==> src/rtl/rcs_pkg.sv <==
package rcs_pkg;

  // Maximum payload register codes
  typedef enum logic [2:0] {
    MPS_128  = 3'd0,
    MPS_256  = 3'd1,
    MPS_512  = 3'd2,
    MPS_1K   = 3'd3,
    MPS_2K   = 3'd4,
    MPS_4K   = 3'd5
  } mps_code_e;

  localparam int RCB_SMALL_LOG2 = 6;
  localparam int RCB_LARGE_LOG2 = 7;
  localparam int MPS_MAX_LOG2   = 12;

  // log2 of the payload cap; reserved codes fall back to 128 bytes
  function automatic logic [3:0] mps_log2(input logic [2:0] code);
    logic [3:0] r;
    case (code)
      MPS_128: r = 4'd7;
      MPS_256: r = 4'd8;
      MPS_512: r = 4'd9;
      MPS_1K:  r = 4'd10;
      MPS_2K:  r = 4'd11;
      MPS_4K:  r = 4'd12;
      default: r = 4'd7;
    endcase
    return r;
  endfunction

endpackage

==> src/rtl/rcs_cfg_decode.sv <==
module rcs_cfg_decode #(
  parameter int LEN_W = 13
) (
  input  logic             rcb_128,
  input  logic [2:0]       mps_code,
  output logic [LEN_W-1:0] rcb_bytes,
  output logic [LEN_W-1:0] mps_bytes
);
  import rcs_pkg::*;

  localparam logic [LEN_W-1:0] ONE = LEN_W'(1);

  always_comb begin
    rcb_bytes = rcb_128 ? (ONE << RCB_LARGE_LOG2) : (ONE << RCB_SMALL_LOG2);
    mps_bytes = ONE << mps_log2(mps_code);
  end

endmodule

==> src/rtl/rcs_chunk_calc.sv <==
module rcs_chunk_calc #(
  parameter int ADDR_W = 32,
  parameter int LEN_W  = 13
) (
  input  logic [ADDR_W-1:0] cur_addr,
  input  logic [LEN_W-1:0]  remain,
  input  logic [LEN_W-1:0]  rcb_bytes,
  input  logic [LEN_W-1:0]  mps_bytes,
  output logic [LEN_W-1:0]  chunk,
  output logic              is_last,
  output logic              unaligned
);

  localparam int OFF_W = 7;

  // offset of the address inside its boundary window
  function automatic logic [LEN_W-1:0] bound_offset(
    input logic [ADDR_W-1:0] a, input logic [LEN_W-1:0] rcb);
    logic [LEN_W-1:0] low;
    low = {{(LEN_W-OFF_W){1'b0}}, a[OFF_W-1:0]};
    return low & (rcb - LEN_W'(1));
  endfunction

  // longest legal chunk before the request length is applied
  function automatic logic [LEN_W-1:0] chunk_limit(
    input logic [LEN_W-1:0] off, input logic [LEN_W-1:0] rcb,
    input logic [LEN_W-1:0] mps);
    return (off != '0) ? (rcb - off) : mps;
  endfunction

  logic [LEN_W-1:0] off;
  logic [LEN_W-1:0] lim;

  always_comb begin
    off       = bound_offset(cur_addr, rcb_bytes);
    lim       = chunk_limit(off, rcb_bytes, mps_bytes);
    unaligned = (off != '0);
    is_last   = (remain <= lim);
    chunk     = is_last ? remain : lim;
  end

endmodule

==> src/rtl/rcs_cursor.sv <==
module rcs_cursor #(
  parameter int ADDR_W = 32,
  parameter int LEN_W  = 13,
  parameter int TAG_W  = 8,
  parameter int RID_W  = 16
) (
  input  logic              clk,
  input  logic              rst_n,
  input  logic              load,
  input  logic [ADDR_W-1:0] ld_addr,
  input  logic [LEN_W-1:0]  ld_len,
  input  logic [TAG_W-1:0]  ld_tag,
  input  logic [RID_W-1:0]  ld_rid,
  input  logic [LEN_W-1:0]  ld_rcb,
  input  logic [LEN_W-1:0]  ld_mps,
  input  logic              step,
  input  logic [LEN_W-1:0]  chunk,
  input  logic              is_last,
  output logic              busy,
  output logic [ADDR_W-1:0] cur_addr,
  output logic [LEN_W-1:0]  remain,
  output logic [TAG_W-1:0]  tag_q,
  output logic [RID_W-1:0]  rid_q,
  output logic [LEN_W-1:0]  rcb_q,
  output logic [LEN_W-1:0]  mps_q
);

  always_ff @(posedge clk or negedge rst_n) begin
    if (!rst_n) begin
      busy     <= 1'b0;
      cur_addr <= '0;
      remain   <= '0;
      tag_q    <= '0;
      rid_q    <= '0;
      rcb_q    <= '0;
      mps_q    <= '0;
    end else if (load) begin
      busy     <= 1'b1;
      cur_addr <= ld_addr;
      remain   <= ld_len;
      tag_q    <= ld_tag;
      rid_q    <= ld_rid;
      rcb_q    <= ld_rcb;
      mps_q    <= ld_mps;
    end else if (step) begin
      cur_addr <= cur_addr + ADDR_W'(chunk);
      remain   <= remain - chunk;
      if (is_last) busy <= 1'b0;
    end
  end

endmodule

==> src/rtl/rcpl_splitter.sv <==
module rcpl_splitter #(
  parameter int ADDR_W = 32,
  parameter int LEN_W  = 13,
  parameter int TAG_W  = 8,
  parameter int RID_W  = 16
) (
  input  logic              clk,
  input  logic              rst_n,
  input  logic              req_valid,
  output logic              req_ready,
  input  logic [ADDR_W-1:0] req_addr,
  input  logic [LEN_W-1:0]  req_len,
  input  logic [TAG_W-1:0]  req_tag,
  input  logic [RID_W-1:0]  req_rid,
  input  logic              cfg_rcb_128,
  input  logic [2:0]        cfg_mps_code,
  output logic              out_valid,
  input  logic              out_ready,
  output logic [ADDR_W-1:0] out_addr,
  output logic [LEN_W-1:0]  out_bytes,
  output logic [LEN_W-1:0]  out_remain,
  output logic              out_last,
  output logic [TAG_W-1:0]  out_tag,
  output logic [RID_W-1:0]  out_rid
);

  // named internal events, also used by the checker
  logic             busy;
  logic             req_fire;
  logic             desc_fire;
  logic             done_evt;
  logic             first_unaligned;
  logic [LEN_W-1:0] rcb_in, mps_in, rcb_q, mps_q;
  logic [LEN_W-1:0] chunk, remain;
  logic             is_last;
  logic [ADDR_W-1:0] cur_addr;

  assign req_ready = !busy;
  assign req_fire  = req_valid && req_ready;
  assign out_valid = busy;
  assign desc_fire = out_valid && out_ready;
  assign done_evt  = desc_fire && is_last;

  rcs_cfg_decode #(.LEN_W(LEN_W)) u_cfg (
    .rcb_128   (cfg_rcb_128),
    .mps_code  (cfg_mps_code),
    .rcb_bytes (rcb_in),
    .mps_bytes (mps_in)
  );

  rcs_cursor #(.ADDR_W(ADDR_W), .LEN_W(LEN_W), .TAG_W(TAG_W), .RID_W(RID_W)) u_cur (
    .clk      (clk),
    .rst_n    (rst_n),
    .load     (req_fire),
    .ld_addr  (req_addr),
    .ld_len   (req_len),
    .ld_tag   (req_tag),
    .ld_rid   (req_rid),
    .ld_rcb   (rcb_in),
    .ld_mps   (mps_in),
    .step     (desc_fire),
    .chunk    (chunk),
    .is_last  (is_last),
    .busy     (busy),
    .cur_addr (cur_addr),
    .remain   (remain),
    .tag_q    (out_tag),
    .rid_q    (out_rid),
    .rcb_q    (rcb_q),
    .mps_q    (mps_q)
  );

  rcs_chunk_calc #(.ADDR_W(ADDR_W), .LEN_W(LEN_W)) u_calc (
    .cur_addr  (cur_addr),
    .remain    (remain),
    .rcb_bytes (rcb_q),
    .mps_bytes (mps_q),
    .chunk     (chunk),
    .is_last   (is_last),
    .unaligned (first_unaligned)
  );

  assign out_addr   = cur_addr;
  assign out_bytes  = chunk;
  assign out_remain = remain;
  assign out_last   = is_last;

endmodule

==> config.mk <==
export PLATFORM = sky130hd
export DESIGN_NAME = rcpl_splitter
export DESIGN_NICKNAME = d
export VERILOG_FILES = /design/src/rtl/rcs_pkg.sv /design/src/rtl/rcs_cfg_decode.sv /design/src/rtl/rcs_chunk_calc.sv /design/src/rtl/rcs_cursor.sv /design/src/rtl/rcpl_splitter.sv
export SDC_FILE = /design/constraint.sdc
export NUM_CORES = 1
export LEC_CHECK = 0
export ABC_AREA = 1
export BUFFER_PORTS_ARGS = -buffer_cell sky130_fd_sc_hd__clkbuf_2
export CAP_MARGIN = 20
export CORE_MARGIN = 3
export CORE_UTILIZATION = 40
export CTS_CLUSTER_DIAMETER = 150
export DETAILED_ROUTE_END_ITERATION = 6
export SLEW_MARGIN = 20
export SYNTH_ARGS = -nofsm -noshare
export SYNTH_HDL_FRONTEND = slang
export SYNTH_SLANG_ARGS = --single-unit
==> constraint.sdc <==
create_clock -name clk -period 5.9 [get_ports clk]
set_input_delay 1.18 -clock clk [delete_from_list [all_inputs] [get_ports clk]]
set_output_delay 1.18 -clock clk [all_outputs]
set_load 0.01 [all_outputs]
==> impl_metrics.tcl <==
set metrics [dict create \
    antenna_found_initial 0 \
    status "complete, no violations" \
    synth_edf_count 0 \
    die_h_um 131 \
    clock-sinks 85 \
    hold_depth 2 \
    nNetsFinal 1171 \
    io_buffer_count 161 \
    routed_wl_um 18900 \
    row_count 45 \
    vias 6228 \
    seq_area_frac_synth_pct 34.1 \
    endpoint_kind "register" \
    crit_type "reg -> reg" \
    num_io_pins 162 \
    grt.total_usage_pct 22.8 \
    crit_path_frequent_cell "nand2_1" \
    clk_pin_slew_ns 0.07 \
    routedWlPerCell_um 14.9 \
    crit_path_start "u_cur.cur_addr[1]" \
    cp_data_arrival_time_ns 5.22 \
    critPathLaunchType "register" \
    fin_util_pct 49.5 \
    ff2ff_setup_slack_ns 0.90 \
    ys_ff_latch 85 \
    min-delay-start "u_cur.tag_q[4]" \
    rsz0062_at_grt "false" \
    path_max_fanout 28 \
    cts_root_buffer "clkbuf_16" \
    synthesis.area_sq_um 6240 \
    hold_class "reg -> reg" \
    grt_pass1_wl_um 30600 \
    cp_num_buf_inv 5 \
    worstMarginPinSlew_ns 0.845 \
    crit_family "simple AND/OR/NAND/NOR gates" \
    htree_levels 3 \
    drtIter0Drc 403 \
    synthTopCellsByCount "nand2_1 (290), nor2_1 (105), dfrtp_1 (85)" \
    setup_viol 0 \
    core_area_sq_um 15300 \
    drv_slew 0 \
    drtPass1Iterations 5 \
    fill_cells 1616 \
    ant_nets 0 \
    dp_hpwl_um 14400 \
    r2r_cells 30 \
    yosysTopAreaCell "dfrtp_1" \
    timing.hold.ws_ns 0.485 \
    die-area_sq_um 17100 \
    multi_input_area_sq_um 3650 \
    postSynthAreaPerCell_sq_um 6.92 \
    yosysTopAreaCellShare_pct 34.1 \
    period_minus_slack_ns 5.00 \
    clock_latency_ns 0.35 \
    synth-async-reset-ratio_pct 100 \
    start_util_pct 40.9 \
    synthCells 902 \
    path_depth 30 \
    cts_tree "done" \
    synthFlopType "dfrtp_1" \
    report.final.hold_viol_count 0 \
    slew_headroom_pct 43.6 \
    vias_per_cell 4.91 \
    grt_pass1_vias 5840 \
    area_growth_syn_to_layout_pct 21.1 \
    synth_most_common_cell "nand2_1" \
    slowest_delay_ns 0.42 \
    required_ns 6.12 \
    cts_buffers 9 \
    worst_path_max_delay_cell "dfrtp_1" \
    postCtsSetupBuffers 0 \
    ys_types 46 \
    drc 0 \
    min_period_over_period_pct 84.8 \
    grt-ovfl-total 0 \
    r2r_start "u_cur.cur_addr[1]" \
    hold_buffers 0 \
    max_freq_mhz 200 \
    seq_area_sq_um 2130 \
    fin_worst_skew_ns 0.0106 \
    cts-resized-gates 0 \
    antenna_cells 0 \
    postSynthNetCount 1020 \
    drv_cap 0 \
    synth_warnings 0 \
    fin_setup_tns_ns 0 \
    die_w_um 131 \
    cts_buffer_depth 2 \
    hold-path-endpoint "u_cur.tag_q[4]" \
    grt_max_degree 81 \
    netlist_top_cells_area "dfrtp_1 (34%), nand2_1 (17%), ha_1 (7.8%)" \
    r2r-end "u_cur.cur_addr[18]" \
    place.gp.congestion 0.920 \
    drive_above_1_share_pct 21.6 \
]
worst max path at each step:
stage                                     to  slack, ns
after floorplan           u_cur.cur_addr[18]       1.37
after global placement    u_cur.cur_addr[18]       1.16
after detailed placement  u_cur.cur_addr[18]       0.95
after CTS                 u_cur.cur_addr[18]       0.94
after global routing      u_cur.cur_addr[30]       0.40
final                     u_cur.cur_addr[18]       0.90
metal layers:
metal | up-vias | global-route usage (%) | wire (um)
li1 | 3239 | - | -
met1 | 2782 | 33.7 | 9360
met2 | 190 | 33.7 | 8120
met3 | 17 | 4.02 | 1140
met4 | 0 | 7.20 | 306
met5 | - | 0 | 0
through the flow:
stage / setup slack, ns / area [sq um] / cells
after global routing: 0.400 / 7560 / 1269
after global placement: 1.16 / 7230 / 1253
final: 0.896 / 7560 / 1269
after detailed placement: 0.955 / 7230 / 1253
after floorplan: 1.37 / 6240 / 902
after CTS: 0.936 / 7560 / 1269
tightest hold or removal path: cells and delay by family, from the launching register on:
family	cells	cell delay (ns)
flops	1	0.35
simple gates	2	0.10
kinds of logic after synthesis:
logic type,synth area share (%)
buffers and inverters,7.44
and+or+nand+nor,32.6
adders and majority gates,8.46
xor gates and xnor gates,2.67
AOI/OAI and AO/OA,14.8
DFF,34.1
cells in the final DEF (no fill, tap or decap), drive strengths merged, types with 3 or more instances in the layout:
| master | instances |
|---|---|
| nand2 | 296 |
| clkbuf | 169 |
| nor2 | 112 |
| inv | 93 |
| dfrtp | 85 |
| o21ai | 76 |
| a21oi | 57 |
| nand3 | 43 |
| ha | 39 |
| xor2 | 14 |
| nand4 | 11 |
| nor3 | 10 |
| o22ai | 7 |
| buf | 6 |
| xnor2 | 5 |
| nand3b | 3 |
| a21o | 3 |
| o211ai | 3 |
| and2 | 3 |
| nor4 | 3 |
sequential cells by signal (all words and copies together) (netlist names):
name	count
u_cur.cur_addr	32
u_cur.busy	1
u_cur.rcb_q	2
u_cur.remain	13
u_cur.rid_q	16
u_cur.tag_q	8
u_cur.mps_q	13
layout make-up:
| cell class | count | share of cell area (%) |
|---|---|---|
| Clock buffer | 9 | 2.98 |
| Sequential cell | 85 | 28.1 |
| Clock inverter | 7 | 1.39 |
| Tap cell | 211 | 3.49 |
| Inverter | 90 | 4.47 |
| Timing Repair Buffer | 166 | 11.2 |
| Multi-Input combinational cell | 701 | 48.3 |
Power is left out: the tool's default activity adds up to more than one toggle a clock period on the data nets, which glitch-free logic cannot reach.
